**config.mk**
```make
export PLATFORM = sky130hd
export DESIGN_NAME = spi3w_reg_port
export DESIGN_NICKNAME = d
export VERILOG_FILES = /design/src/rtl/spi3w_pkg.sv /design/src/rtl/spi3w_edge.sv /design/src/rtl/spi3w_regbank.sv /design/src/rtl/spi3w_frame.sv /design/src/rtl/spi3w_reg_port.sv
export SDC_FILE = /design/constraint.sdc
export NUM_CORES = 1
export LEC_CHECK = 0
export ABC_AREA = 1
export BUFFER_PORTS_ARGS = -buffer_cell sky130_fd_sc_hd__buf_4
export CAP_MARGIN = 20
export CELL_PAD_IN_SITES_DETAIL_PLACEMENT = 0
export CELL_PAD_IN_SITES_GLOBAL_PLACEMENT = 1
export CORE_ASPECT_RATIO = 2
export CORE_MARGIN = 5
export CORE_UTILIZATION = 25
export CTS_BUF_LIST = sky130_fd_sc_hd__clkbuf_4 sky130_fd_sc_hd__clkbuf_8
export DETAILED_ROUTE_END_ITERATION = 8
export HOLD_SLACK_MARGIN = 0.12
export PLACE_DENSITY_LB_ADDON = 0.1
export SYNTH_ARGS = -nofsm -noshare
export SYNTH_HDL_FRONTEND = slang
export SYNTH_SLANG_ARGS = --single-unit
```
**constraint.sdc**
```tcl
create_clock -name clk -period 2.1 [get_ports clk]
set_input_delay 0.21 -clock clk [delete_from_list [all_inputs] [get_ports clk]]
set_output_delay 0.21 -clock clk [all_outputs]
set_load 0.01 [all_outputs]
```
**src/rtl/spi3w_pkg.sv**
```systemverilog
package spi3w_pkg;

    localparam int INSTR_BITS = 16;
    localparam int ADDR_W     = 13;
    localparam int BYTE_W     = 8;
    localparam int CNT_W      = 4;

    typedef enum logic [0:0] {
        PH_INSTR = 1'b0,
        PH_DATA  = 1'b1
    } phase_e;

    typedef enum logic [1:0] {
        LEN_ONE    = 2'b00,
        LEN_TWO    = 2'b01,
        LEN_THREE  = 2'b10,
        LEN_STREAM = 2'b11
    } len_e;

    typedef struct packed {
        logic              rd;
        len_e              len;
        logic [ADDR_W-1:0] addr;
    } instr_t;

    function automatic logic [INSTR_BITS-1:0] shift_word(
        input logic [INSTR_BITS-1:0] cur, input logic b, input logic lsb);
        return lsb ? {b, cur[INSTR_BITS-1:1]} : {cur[INSTR_BITS-2:0], b};
    endfunction

    function automatic logic [BYTE_W-1:0] shift_byte(
        input logic [BYTE_W-1:0] cur, input logic b, input logic lsb);
        return lsb ? {b, cur[BYTE_W-1:1]} : {cur[BYTE_W-2:0], b};
    endfunction

    function automatic logic [2:0] bit_pos(input logic [2:0] k, input logic lsb);
        return lsb ? k : 3'd7 - k;
    endfunction

    function automatic logic [ADDR_W-1:0] next_addr(
        input logic [ADDR_W-1:0] a, input logic lsb);
        return lsb ? a + 1'b1 : a - 1'b1;
    endfunction

endpackage

```
**src/rtl/spi3w_edge.sv**
```systemverilog
module spi3w_edge (
    input  logic clk,
    input  logic rst,
    input  logic sclk,
    output logic rise,
    output logic fall
);
    logic sclk_q;

    always_ff @(posedge clk) begin
        if (rst) sclk_q <= 1'b0;
        else     sclk_q <= sclk;
    end

    assign rise = sclk & ~sclk_q;
    assign fall = ~sclk & sclk_q;
endmodule

```
**src/rtl/spi3w_regbank.sv**
```systemverilog
module spi3w_regbank
    import spi3w_pkg::*;
#(
    parameter int NREGS = 8
) (
    input  logic              clk,
    input  logic              rst,
    input  logic              wr_en,
    input  logic [ADDR_W-1:0] acc_addr,
    input  logic [BYTE_W-1:0] wr_data,
    output logic [BYTE_W-1:0] rd_data,
    output logic              lsb_first
);
    localparam int IDX_W = (NREGS > 1) ? $clog2(NREGS) : 1;
    localparam logic [ADDR_W-1:0] NREGS_A = ADDR_W'(NREGS);

    logic [NREGS-1:0][BYTE_W-1:0] regs_q;
    logic                         mapped;
    logic [IDX_W-1:0]             idx;

    assign mapped = acc_addr < NREGS_A;
    assign idx    = acc_addr[IDX_W-1:0];

    always_ff @(posedge clk) begin
        if (rst) begin
            regs_q <= '0;
        end else if (wr_en && mapped) begin
            for (int i = 0; i < NREGS; i++) begin
                if (idx == IDX_W'(i)) begin
                    if (i == 0) regs_q[i] <= {{(BYTE_W-1){1'b0}}, wr_data[0]};
                    else        regs_q[i] <= wr_data;
                end
            end
        end
    end

    assign rd_data   = mapped ? regs_q[idx] : '0;
    assign lsb_first = regs_q[0][0];

    assert_unmapped_write_R12: assert property (@(posedge clk) disable iff (rst)
        (wr_en && !mapped) |=> $stable(regs_q));

    assert_cfg_reset_R11: assert property (@(posedge clk) disable iff (rst)
        $past(rst) |-> !lsb_first);
endmodule

```
**src/rtl/spi3w_frame.sv**
```systemverilog
module spi3w_frame
    import spi3w_pkg::*;
(
    input  logic              clk,
    input  logic              rst,
    input  logic              csb,
    input  logic              sdi,
    input  logic              rise,
    input  logic              fall,
    input  logic              lsb_first,
    input  logic [BYTE_W-1:0] rd_data,
    output logic              wr_en,
    output logic [ADDR_W-1:0] acc_addr,
    output logic [BYTE_W-1:0] wr_data,
    output logic              sdo,
    output logic              oe
);
    phase_e                phase_q;
    logic [CNT_W-1:0]      cnt_q;
    logic [INSTR_BITS-1:0] sh_q;
    logic                  rd_q;
    len_e                  len_q;
    logic [1:0]            left_q;
    logic [ADDR_W-1:0]     addr_q;
    logic                  sdo_q;
    logic                  oe_q;

    logic [INSTR_BITS-1:0] word_nxt;
    logic [BYTE_W-1:0]     byte_nxt;
    instr_t                instr;
    logic                  byte_end;
    logic                  last_byte;

    assign word_nxt  = shift_word(sh_q, sdi, lsb_first);
    assign byte_nxt  = shift_byte(sh_q[BYTE_W-1:0], sdi, lsb_first);
    assign instr     = instr_t'(word_nxt);
    assign byte_end  = rise && !csb && phase_q == PH_DATA && cnt_q == CNT_W'(BYTE_W-1);
    assign last_byte = len_q != LEN_STREAM && left_q == 2'd0;

    assign wr_en    = byte_end && !rd_q;
    assign wr_data  = byte_nxt;
    assign acc_addr = addr_q;
    assign sdo      = sdo_q;
    assign oe       = oe_q;

    always_ff @(posedge clk) begin
        if (rst) begin
            phase_q <= PH_INSTR;
            cnt_q   <= '0;
            sh_q    <= '0;
            rd_q    <= 1'b0;
            len_q   <= LEN_ONE;
            left_q  <= '0;
            addr_q  <= '0;
            sdo_q   <= 1'b0;
            oe_q    <= 1'b0;
        end else if (csb) begin
            oe_q <= 1'b0;
            if (cnt_q != '0 || (phase_q == PH_DATA && len_q == LEN_STREAM)) begin
                phase_q <= PH_INSTR;
                cnt_q   <= '0;
            end
        end else if (rise) begin
            if (phase_q == PH_INSTR) begin
                sh_q <= word_nxt;
                if (cnt_q == CNT_W'(INSTR_BITS-1)) begin
                    phase_q <= PH_DATA;
                    cnt_q   <= '0;
                    rd_q    <= instr.rd;
                    len_q   <= instr.len;
                    left_q  <= instr.len;
                    addr_q  <= instr.addr;
                end else begin
                    cnt_q <= cnt_q + 1'b1;
                end
            end else begin
                sh_q <= {{(INSTR_BITS-BYTE_W){1'b0}}, byte_nxt};
                if (byte_end) begin
                    cnt_q  <= '0;
                    addr_q <= next_addr(addr_q, lsb_first);
                    if (last_byte) begin
                        phase_q <= PH_INSTR;
                        oe_q    <= 1'b0;
                    end else begin
                        left_q <= left_q - 1'b1;
                    end
                end else begin
                    cnt_q <= cnt_q + 1'b1;
                end
            end
        end else if (phase_q == PH_DATA && rd_q && (fall || !oe_q)) begin
            sdo_q <= rd_data[bit_pos(cnt_q[2:0], lsb_first)];
            oe_q  <= 1'b1;
        end
    end

    assert_reset_state_R1: assert property (@(posedge clk) disable iff (rst)
        $past(rst) |-> (phase_q == PH_INSTR && cnt_q == '0 && !oe_q));

    assert_csb_freeze_R6: assert property (@(posedge clk) disable iff (rst)
        csb |=> ($stable(addr_q) && $stable(sh_q) && $stable(rd_q)));

    assert_midbyte_abort_R8: assert property (@(posedge clk) disable iff (rst)
        (csb && cnt_q != '0) |=> (phase_q == PH_INSTR && cnt_q == '0));

    assert_oe_read_only_R9: assert property (@(posedge clk) disable iff (rst)
        oe_q |-> (rd_q && phase_q == PH_DATA));

    assert_oe_release_R10: assert property (@(posedge clk) disable iff (rst)
        csb |=> !oe_q);

    assert_data_count_R3: assert property (@(posedge clk) disable iff (rst)
        phase_q == PH_DATA |-> cnt_q < CNT_W'(BYTE_W));

    assert_no_write_on_read_R9: assert property (@(posedge clk) disable iff (rst)
        wr_en |-> !oe_q);
endmodule

```
**src/rtl/spi3w_reg_port.sv**
```systemverilog
module spi3w_reg_port
    import spi3w_pkg::*;
#(
    parameter int NREGS = 8
) (
    input  logic clk,
    input  logic rst,
    input  logic csb,
    input  logic sclk,
    input  logic sdio_in,
    output logic sdio_out,
    output logic sdio_oe
);
    logic              rise;
    logic              fall;
    logic              lsb_first;
    logic              wr_en;
    logic [ADDR_W-1:0] acc_addr;
    logic [BYTE_W-1:0] wr_data;
    logic [BYTE_W-1:0] rd_data;
    logic              oe_int;

    spi3w_edge u_edge (
        .clk  (clk),
        .rst  (rst),
        .sclk (sclk),
        .rise (rise),
        .fall (fall)
    );

    spi3w_frame u_frame (
        .clk       (clk),
        .rst       (rst),
        .csb       (csb),
        .sdi       (sdio_in),
        .rise      (rise),
        .fall      (fall),
        .lsb_first (lsb_first),
        .rd_data   (rd_data),
        .wr_en     (wr_en),
        .acc_addr  (acc_addr),
        .wr_data   (wr_data),
        .sdo       (sdio_out),
        .oe        (oe_int)
    );

    spi3w_regbank #(.NREGS(NREGS)) u_bank (
        .clk       (clk),
        .rst       (rst),
        .wr_en     (wr_en),
        .acc_addr  (acc_addr),
        .wr_data   (wr_data),
        .rd_data   (rd_data),
        .lsb_first (lsb_first)
    );

    assign sdio_oe = oe_int & ~csb;
endmodule

```
Yosys cells after proc, flatten, opt, wreduce, memory -nomap -nowiden
Index checks and enable logic that the tools add are counted.
- bitwise gates (word level): 8
- equality and inequality tests: 17
- add/subtract/negate cells: 5
- reductions and logical operators: 36
- $lt $le $gt $ge: 3
- mux-type cells: 35
- operators by type and width (cell ; number):
    13-bit 2-to-1 mux ; 4
    16-bit 2-to-1 mux ; 2
    8-bit binary-select mux with 3-bit select ; 1
    4-bit 2-to-1 mux ; 6
    8-bit 2-to-1 mux ; 3
    2-bit AND reduction ; 10
    13-bit by 1-bit adder with 13-bit output (second input constant) ; 1
    13-bit by 4-bit less-than comparator with 1-bit output (second input constant) ; 1
    1-bit 2-to-1 mux ; 13
    13-bit by 1-bit subtractor with 13-bit output (second input constant) ; 1
    3-bit equality test (second input constant) ; 4
    2-bit inequality test (second input constant) ; 6
    4-bit AND reduction ; 3
    1-bit logical AND ; 9
    3-bit by 4-bit less-than comparator with 1-bit output (second input constant) ; 2
    2-bit 2-to-1 mux ; 4
    3-bit by 2-bit equality test with 1-bit output (second input constant) ; 2
    2-bit nonzero test ; 3
    1-bit NOT ; 5
    5-bit AND reduction ; 1
    4-bit by 1-bit adder with 4-bit output (second input constant) ; 1
    4-bit by 3-bit equality test with 1-bit output (second input constant) ; 1
    4-bit equality test (second input constant) ; 1
    4-bit nonzero test ; 1
    14 further kinds ; 19
- flip-flop bits (word level): 99
- output and inout bits: 2

Depth between registers and ports, before layout
Gate-level depths: netlist (run 1).
- depth in word-level cells: 9
- mapped depth: 13
- depth with buffers taken out: 13

Hierarchy
A second synthesis (run 1) with hierarchy kept.
- cell total of the unflattened synthesis: 1022
- area, all modules: 6407.4 um2
- modules (own cells, without submodules) (module ; seq. area each (um2) ; area an instance (um2) ; times used ; cells an instance):
    spi3w_regbank ; 1141.1 ; 3492.1 ; 1 ; 574
    spi3w_frame ; 820.8 ; 2866.5 ; 1 ; 440
    spi3w_edge ; 20.0 ; 38.8 ; 1 ; 6
    spi3w_reg_port ; 0.0 ; 10.0 ; 1 ; 2

Least setup slack after synthesis (run 1)
OpenSTA, ideal clock, no wires.
- kind: register -> register
- start: register u_bank.regs_q, in the netlist u_bank.lsb_first
- end: register u_frame.addr_q[9] (netlist: u_frame.acc_addr[9])
- slack: -49 ps
- path buffers: 0
- cell stages (with the launch flop): 12
- required time: 1981 ps
- arrival time: 2030 ps
- setup time: 119 ps
- path through: dfxtp_1 clkinv_1 ha_1 nand3_1 nand3_1 nand2_1 o21ai_0 nand2_1 nand2_1 nand2_1 nand3_1 a21oi_1
- word-level cells in the longest chain between the ends: 3
- elaborated cells between the ends (all ways): 5
- those cells by class: mux: 5
- ends and longest elaborated chain (element ; line ; source):
    from (decl) ; spi3w_regbank.sv:17 ; logic [NREGS-1:0][BYTE_W-1:0] regs_q;
    from (signal, indexed assignment) ; spi3w_regbank.sv:30 ; if (i == 0) regs_q[i] <= {{(BYTE_W-1){1'b0}}, wr_data[0]};
    from (signal, indexed assignment) ; spi3w_regbank.sv:31 ; else regs_q[i] <= wr_data;
    16-bit 2-to-1 mux or 13-bit 2-to-1 mux (tied branches) ; spi3w_pkg.sv:28, spi3w_pkg.sv:42 ;
    13-bit 2-to-1 mux (on tied branches) ; spi3w_frame.sv:66, spi3w_frame.sv:78 ;
    13-bit 2-to-1 mux * ; spi3w_frame.sv:64 ; if (phase_q == PH_INSTR) begin
    to (signal assigned) ; spi3w_frame.sv:72 ; addr_q <= instr.addr;
    to (signal assigned) ; spi3w_frame.sv:80 ; addr_q <= next_addr(addr_q, lsb_first);
    to (decl) ; spi3w_frame.sv:24 ; logic [ADDR_W-1:0] addr_q;
Every way passes the cells marked *; elsewhere a longest branch is shown, timed or not. The select of a mux whose other input is x is not followed.
A chain may end at the register's enable or synchronous reset.

Worst setup path after layout (run 1)
- start: register u_bank.regs_q, in the netlist u_bank.lsb_first
- end: register u_frame.addr_q[11] (netlist: u_frame.acc_addr[11])
Same word-level chain as after synthesis.

==> load_flow_metrics.sql, run 1 <==
INSERT INTO impl_metrics (metric_group, metric, value, unit) VALUES
('floorplan', 'initial_cell_density_of_the_core', '25.2', '%'),
('sta', 'postLayoutSetupSlackWorst', '228', 'ps'),
('pwr', 'total_power', '3.72', 'mW'),
('pwr', 'static-leakage-power', '2.53', 'nW'),
('sta', 'setup_total_negative_slack', '0', 'ps'),
('place', 'hpwl', '12.9', 'mm'),
('finish', 'layout_common_cells', '126 x sky130_fd_sc_hd__nand2_1, 108 x sky130_fd_sc_hd__a21oi_1, 104 x sky130_fd_sc_hd__inv_1, 99 x sky130_fd_sc_hd__dfxtp_1, 96 x sky130_fd_sc_hd__o21ai_0', ''),
('clock_network', 'worst_skew_pair.late_latency', '400', 'ps'),
('pwr', 'switching_power', '0.903', 'mW'),
('worst_setup_path', 'cp.required', '2440', 'ps'),
('floorplan', 'width_of_the_die', '113', 'um'),
('clock_network', 'cts-buffers-inserted', '9', ''),
('place', 'place.gp.congestion', '0.791', ''),
('sta', 'max_freq', '0.534', 'GHz'),
('routing', 'route.detailed.vias_per_inst', '4.58', ''),
('worst_setup_path', 'timing.critical_path.slowest_cell_delay', '380', 'ps'),
('sta', 'fin_crit', '1870', 'ps'),
('run', 'cap_violations', '0', ''),
('yosys', 'synth_seq_cells', '99', ''),
('min_path', 'worst_hold_startpoint', 'sdio_in', ''),
('place', 'place_worst_setup_slack', '47.3', 'ps'),
('pwr', 'power.sequential.fraction', '51.5', '%'),
('worst_setup_path', 'crit_buf_inv', '1', ''),
('sta', 'setup_viol_count_final', '0', ''),
('sta', 'worst_slew_margin_rel', '72.6', '%'),
('yosys', 'synth_cell_type_count', '34', ''),
('worst_setup_path', 'critPathMostFrequentCell', 'sky130_fd_sc_hd__nand2_1', ''),
('worst_setup_path', 'critical_path.endpoint_type', 'flop', ''),
('finish', 'leading_cell_type_in_the_layout_fill_and_taps_excluded', 'sky130_fd_sc_hd__nand2_1', ''),
('place', 'placement.io_buffers', '6', ''),
('grt', 'first_global_vias', '4964', ''),
('finish', 'layout-area-overhead-vs-synth', '15.8', '%'),
('pwr', 'cell_internal_pwr', '2.81', 'mW'),
('pwr', 'cellPowerDensity', '611', 'nW/um^2'),
('routing', 'drt_pass1_iterations', '4', ''),
('sta', 'rsz0062_at_grt', 'false', ''),
('floorplan', 'die-area', '24200', 'sq um'),
('yosys', 'syn_area', '5260', 'sq um'),
('floorplan', 'core-area', '20800', 'sq um'),
('floorplan', 'dieHeight', '215', 'um'),
('grt', 'grt.overflow.total', '0', ''),
('sta', 'slew_viol_final', '0', ''),
('routing', 'drt-wirelength-per-cell', '16.2', 'um'),
('grt', 'antenna_found_initial', '0', ''),
('routing', 'routed-via-count', '4939', ''),
('worst_setup_path', 'critical_path.slowest_cell', 'sky130_fd_sc_hd__dfxtp_1', ''),
('routing', 'post_route_drc_violation_count', '0', ''),
('pwr', 'switching_share', '24.3', '%'),
('worst_setup_path', 'arrival', '2210', 'ps'),
('clock_network', 'cts_root_buffer', 'sky130_fd_sc_hd__clkbuf_8', ''),
('worst_setup_path', 'timing.rr.start', 'u_bank.lsb_first', ''),
('finish', 'antenna_cells', '0', ''),
('yosys', 'synth_seq_area_share', '37.7', '%'),
('worst_setup_path', 'worstPathMaxFanout', '13', ''),
('yosys', 'cells_after_synth', '781', ''),
('clock_network', 'tritoncts', 'built', ''),
('yosys', 'synthesis.area_per_instance', '6.73', 'sq um'),
('sta', 'final-hold-violation-count', '0', ''),
('grt', 'grt_max_degree', '91', ''),
('pwr', 'ir_drop', '0.000261', 'V'),
('clock_network', 'post-cts-setup-buffer-count', '0', ''),
('run_status', 'run_status', 'finished, final reports clean', ''),
('routing', 'drt_iter0_drc', '207', ''),
('floorplan', 'ios', '7', ''),
('routing', 'postRouteWirelength', '17.5', 'mm'),
('worst_setup_path', 'timing.setup.critical_path_class', 'flop to flop', ''),
('worst_setup_path', 'crit_path_start_kind', 'flop', ''),
('yosys', 'ys_warn_count', '0', ''),
('grt', 'grt.total_usage', '15.0', '%'),
('worst_setup_path', 'startpoint', 'u_bank.lsb_first', ''),
('sta', 'tightest_slew', '408', 'ps');
metrics by stage:
stage,cells,cell area [sq um],util (%),hold slack [ps]
final,1079,6090,29.2,272
after global routing,1079,6090,29.2,281
after CTS,1079,6060,29.1,264
after global placement,1060,5780,27.7,432
after detailed placement,1060,5780,27.7,436
after floorplan,781,5260,-,317
metal layers:
metal	GRT usage, %	routed length (um)	vias up
li1	-	-	2588
met1	14.5	6520	2279
met2	29.8	10000	45
met3	2.62	290	27
met4	6.42	623	0
met5	0	0	-
state kept, by name, summed over array words and instances (netlist names), 2 cells and up:
| register | cells |
|---|---|
| u_frame.cnt_q | 4 |
| u_bank.regs_q | 56 |
| u_frame.len_q | 2 |
| u_frame.sh_q | 16 |
| u_frame.left_q | 2 |
| u_frame.acc_addr | 13 |
what timing repair did:
item	4_1_cts	5_1_grt
hold endpoints to repair	9	0
hold buffers	4	0
setup endpoints to repair	0	14
gates resized for setup	0	6
cell type report:
| class | count | area (sq um) |
|---|---|---|
| fillers | 2379 | 14700 |
| clock buffers | 11 | 145 |
| multi-input cells | 538 | 2720 |
| repair buffers | 48 | 395 |
| well taps | 269 | 337 |
| inverters | 110 | 415 |
| flip-flops and latches | 99 | 1980 |
| clock inverters | 4 | 98.8 |
power by group through the flow:
stage / logic, mW / registers (mW) / clock network [mW]
after global placement: 0.238 / 1.96 / 0
after CTS: 0.245 / 1.91 / 1.66
final: 0.242 / 1.91 / 1.56
after floorplan: 0.141 / 1.95 / 0
after global routing: 0.278 / 1.92 / 1.71
after detailed placement: 0.239 / 1.96 / 0
cells in the mapped netlist (all sizes together):
cell / n / share of area [%]
a211oi: 1 / 0.14
a21boi: 2 / 0.29
a21o: 1 / 0.14
a21oi: 108 / 10
a31oi: 4 / 0.48
buf: 16 / 2.0
clkbuf: 18 / 1.3
clkinv: 2 / 0.14
dfxtp: 99 / 38
fa: 1 / 0.38
ha: 14 / 3.3
inv: 108 / 7.7
nand2: 136 / 11
nand3: 36 / 3.4
nand3b: 2 / 0.29
nand4: 8 / 0.95
nor2: 93 / 7.5
nor3: 5 / 0.57
nor4: 1 / 0.12
o211ai: 1 / 0.14
o21ai: 118 / 11
o31ai: 1 / 0.14
xnor2: 1 / 0.17
xor2: 5 / 0.83
worst register-to-register path, stage by stage, from the launching register on:
cell,delay (ps)
sky130_fd_sc_hd__dfxtp_1,380
sky130_fd_sc_hd__inv_4,110
sky130_fd_sc_hd__ha_1,380
sky130_fd_sc_hd__nand2_1,110
sky130_fd_sc_hd__nor3_1,140
sky130_fd_sc_hd__nand2_1,70
sky130_fd_sc_hd__nand2_1,140
sky130_fd_sc_hd__nand2_1,70
sky130_fd_sc_hd__nand3b_1,130
sky130_fd_sc_hd__nor2_1,50
sky130_fd_sc_hd__nor2_1,80
sky130_fd_sc_hd__nand2_1,60
sky130_fd_sc_hd__a21oi_1,110
final timing paths:
kind                                        endpoint  slack [ps]  depth (start not counted)
worst max-delay path            u_frame.acc_addr[11]         230                         12
worst min-delay path                u_frame.sh_q[15]         270                          5
worst max register to register  u_frame.acc_addr[11]         230                         12
worst min register to register     u_bank.regs_q[37]         450                          2
kinds of logic after synthesis:
family | Yosys count | synth area share, %
adder cells (fa/ha/maj) | 15 | 3.71
flip-flops | 99 | 37.7
XOR/XNOR | 6 | 1.00
buffers and inverters | 144 | 11.2
AO/OA/AOI/OAI | 236 | 22.8
AND/OR/NAND/NOR | 281 | 23.6
No activity file was read; power rests on OpenSTA's default activity.
==> run 2: changes to the inputs <==
--- a/config.mk
+++ b/config.mk
@@ -16,7 +16,7 @@
 export CTS_BUF_LIST = sky130_fd_sc_hd__clkbuf_4 sky130_fd_sc_hd__clkbuf_8
 export DETAILED_ROUTE_END_ITERATION = 8
 export HOLD_SLACK_MARGIN = 0.12
-export PLACE_DENSITY_LB_ADDON = 0.1
+export PLACE_DENSITY = 0.46
 export SYNTH_ARGS = -nofsm -noshare
 export SYNTH_HDL_FRONTEND = slang
 export SYNTH_SLANG_ARGS = --single-unit
==> run 2 against run 1 <==
  * First-iteration DRC count grew 3.4%
  * Power is 2.8% lower
  * Global-route usage up 0.44 points
  * Fmax down 2.9%
  * Worst hold slack better by 26 ps
  * Routed wire length grew 3.4%
  * Flip-flop and latch count stayed put
  * Clock skew rose by 2.9 ps
  * Setup slack got worse by 55 ps
  * Non-clock buffer count decreased by 3
  * Final area barely moved
  * Combinational power increased by 2%
  * Largest cell class unchanged
==> load_flow_metrics.sql, run 2 (synthesized netlist as in run 1, its figures left out) <==
INSERT INTO impl_metrics (metric_group, metric, value, unit) VALUES
('run_status', 'run_status', 'finished, final reports clean', ''),
('finish', 'footprint_of_the_multi_input_gates', '2750', 'sq um'),
('sta', 'fin_crit', '1930', 'ps'),
('routing', 'routed-via-count', '4962', ''),
('clock_network', 'worst_skew_pair.late_latency', '410', 'ps'),
('finish', 'postLayoutCellArea', '6090', 'sq um'),
('worst_setup_path', 'worstPathMaxFanout', '7', ''),
('sta', 'slew_viol_final', '0', ''),
('finish', 'layout_common_cells', '126 x sky130_fd_sc_hd__nand2_1, 108 x sky130_fd_sc_hd__a21oi_1, 103 x sky130_fd_sc_hd__inv_1, 98 x sky130_fd_sc_hd__dfxtp_1, 95 x sky130_fd_sc_hd__o21ai_0', ''),
('sta', 'tightest_slew', '736', 'ps'),
('sta', 'final-hold-violation-count', '0', ''),
('finish', 'final_core_utilization', '29.2', '%'),
('floorplan', 'ios', '7', ''),
('finish', 'largest_reg_flops', '56', ''),
('grt', 'grt.met3_usage', '2.96', '%'),
('worst_setup_path', 'cp.required', '2400', 'ps'),
('finish', 'final_stage_net_count', '824', ''),
('grt', 'grt_max_degree', '38', ''),
('worst_setup_path', 'arrival', '2220', 'ps'),
('finish', 'layout-drive-gt1-share', '10.9', '%'),
('min_path', 'worst_hold_check_path_type', 'input pin to flop', ''),
('finish', 'antenna_cells', '0', ''),
('place', 'place.gp.congestion', '0.824', ''),
('sta', 'max_freq', '0.519', 'GHz'),
('routing', 'route.detailed.vias_per_inst', '4.61', ''),
('sta', 'hold_ws', '298', 'ps'),
('routing', 'drt-wirelength-per-cell', '16.8', 'um'),
('worst_setup_path', 'critical_path.endpoint_type', 'flop', ''),
('finish', 'stdcell_count', '1077', ''),
('routing', 'drt_pass1_iterations', '5', ''),
('grt', 'grt.overflow.total', '0', ''),
('pwr', 'ir_drop', '0.000275', 'V'),
('routing', 'post_route_drc_violation_count', '0', ''),
('run', 'cap_violations', '0', ''),
('finish', 'fillCellCount', '2411', ''),
('finish', 'regArea', '1990', 'sq um'),
('floorplan', 'width_of_the_die', '113', 'um'),
('place', 'hpwl', '13.4', 'mm'),
('grt', 'use_met1', '14.8', '%'),
('pwr', 'static-leakage-power', '2.51', 'nW'),
('pwr', 'cellPowerDensity', '594', 'nW/um^2'),
('clock_network', 'htree_num_levels', '3', ''),
('sta', 'setup_viol_count_final', '0', ''),
('sta', 'layout_worst_path_cycle_share', '91.8', '%'),
('floorplan', 'std_cell_rows', '75', ''),
('clock_network', 'clock_tree.buffer_depth', '2', ''),
('grt', 'grt_most_used_layer', 'met2', ''),
('grt', 'grt.total_usage', '15.4', '%'),
('min_path', 'hold_path_depth', '5', ''),
('grt', 'gr-usage-met2', '30.8', '%'),
('clock_network', 'cts.reportedPaths.clkPinSlew', '100', 'ps'),
('sta', 'worst_slew_margin_rel', '50.6', '%'),
('grt', 'grt_first_pass_wirelength', '28.1', 'mm'),
('sta', 'rsz0062_at_grt', 'false', ''),
('clock_network', 'cts_root_buffer', 'sky130_fd_sc_hd__clkbuf_8', ''),
('finish', 'leading_cell_type_in_the_layout_fill_and_taps_excluded', 'sky130_fd_sc_hd__nand2_1', ''),
('place', 'dpl.cell_count', '1056', ''),
('place', 'placement.io_buffers', '6', ''),
('floorplan', 'die-area', '24200', 'sq um'),
('worst_setup_path', 'timing.setup.critical_path_class', 'flop to flop', ''),
('sta', 'setup_total_negative_slack', '0', 'ps'),
('worst_setup_path', 'r2r.worst_path.cells', '12', ''),
('routing', 'drt_iter0_drc', '214', ''),
('floorplan', 'initial_cell_density_of_the_core', '25.2', '%'),
('grt', 'first_global_vias', '5035', ''),
('sta', 'final.setup_skew', '20.2', 'ps'),
('grt', 'antenna_found_initial', '0', ''),
('routing', 'ant_nets', '0', ''),
('routing', 'postRouteWirelength', '18.1', 'mm'),
('clock_network', 'cts_num_sinks', '99', ''),
('worst_setup_path', 'crit_path_start_kind', 'flop', ''),
('floorplan', 'core-area', '20800', 'sq um'),
('place', 'placed_inst_area', '5750', 'sq um'),
('clock_network', 'tritoncts', 'built', ''),
('finish', 'layout-area-overhead-vs-synth', '15.8', '%'),
('floorplan', 'dieHeight', '215', 'um'),
('finish', 'regMostFlops', 'u_bank.regs_q', ''),
('clock_network', 'cts-buffers-inserted', '9', '');
-- run 2: changes by cell type in the layout (fill, tap and decap cells not counted), sizes merged --
| cell | change |
|---|---|
| inv | -1 |
| clkinv | +1 |
| buf | -3 |
| bufinv | -1 |
| clkbuf | +2 |
-- run 2: area by class of cell --
class,count,area share (%)
Timing Repair inverter,1,0.0822
Tap cell,269,5.53
Clock inverter,2,0.987
Timing Repair Buffer,45,6.13
Sequential cell,99,32.6
Clock buffer,13,2.63
Multi-Input combinational cell,538,45.1
Inverter,110,6.87
-- run 2: routing by layer --
metal / part of all wire (%) / vias to the layer above
met5: 0 / -
met4: 3.0 / 0
met3: 1.7 / 29
met2: 59 / 50
met1: 37 / 2303
li1: - / 2580
-- run 2: final timing paths --
| path | start | endpoint | slack [ps] |
|---|---|---|---|
| min reg2reg | u_bank.regs_q[19] | u_bank.regs_q[19] | 450 |
| max | u_bank.lsb_first | u_frame.acc_addr[11] | 170 |
| max reg2reg | u_bank.lsb_first | u_frame.acc_addr[11] | 170 |
| min | sdio_in | u_frame.rd_q | 300 |
-- run 2: stage by stage --
stage	setup slack (ps)	total power, mW
6_report	173	3.61
5_1_grt	2.56	3.79
4_1_cts	32.1	3.71
3_5_place_dp	-91.7	2.20
3_3_place_gp	-64.6	2.20
2_1_floorplan	206	2.10
-- run 2: power breakdown --
| group | switching [mW] | internal, mW | leakage (nW) |
|---|---|---|---|
| registers | 0.0138 | 1.90 | 0.801 |
| logic | 0.163 | 0.0842 | 1.60 |
| clock network | 0.715 | 0.739 | 0.114 |
| total | 0.892 | 2.72 | 2.51 |
-- run 2: worst max-delay path, cell delays in order, from the launching register on --
cell and delay [ps]:
sky130_fd_sc_hd__dfxtp_4 390, sky130_fd_sc_hd__clkinv_4 120, sky130_fd_sc_hd__ha_1 370, sky130_fd_sc_hd__nand3_1 100, sky130_fd_sc_hd__nand3_1 130, sky130_fd_sc_hd__nand2_1 100, sky130_fd_sc_hd__nand2_1 130, sky130_fd_sc_hd__nand2_1 100
sky130_fd_sc_hd__nand3b_1 110, sky130_fd_sc_hd__nor2_1 110, sky130_fd_sc_hd__nor2_1 40, sky130_fd_sc_hd__nand2_1 70, sky130_fd_sc_hd__a21oi_1 50
-- run 2: repair_timing --
action                                 in CTS  in global routing
setup endpoints to repair                   1                 18
hold buffers                                4                  0
setup buffers                               0                  1
gates cloned                                0                  1
resized for setup                           4                 11
endpoints found under the hold margin       9                  0
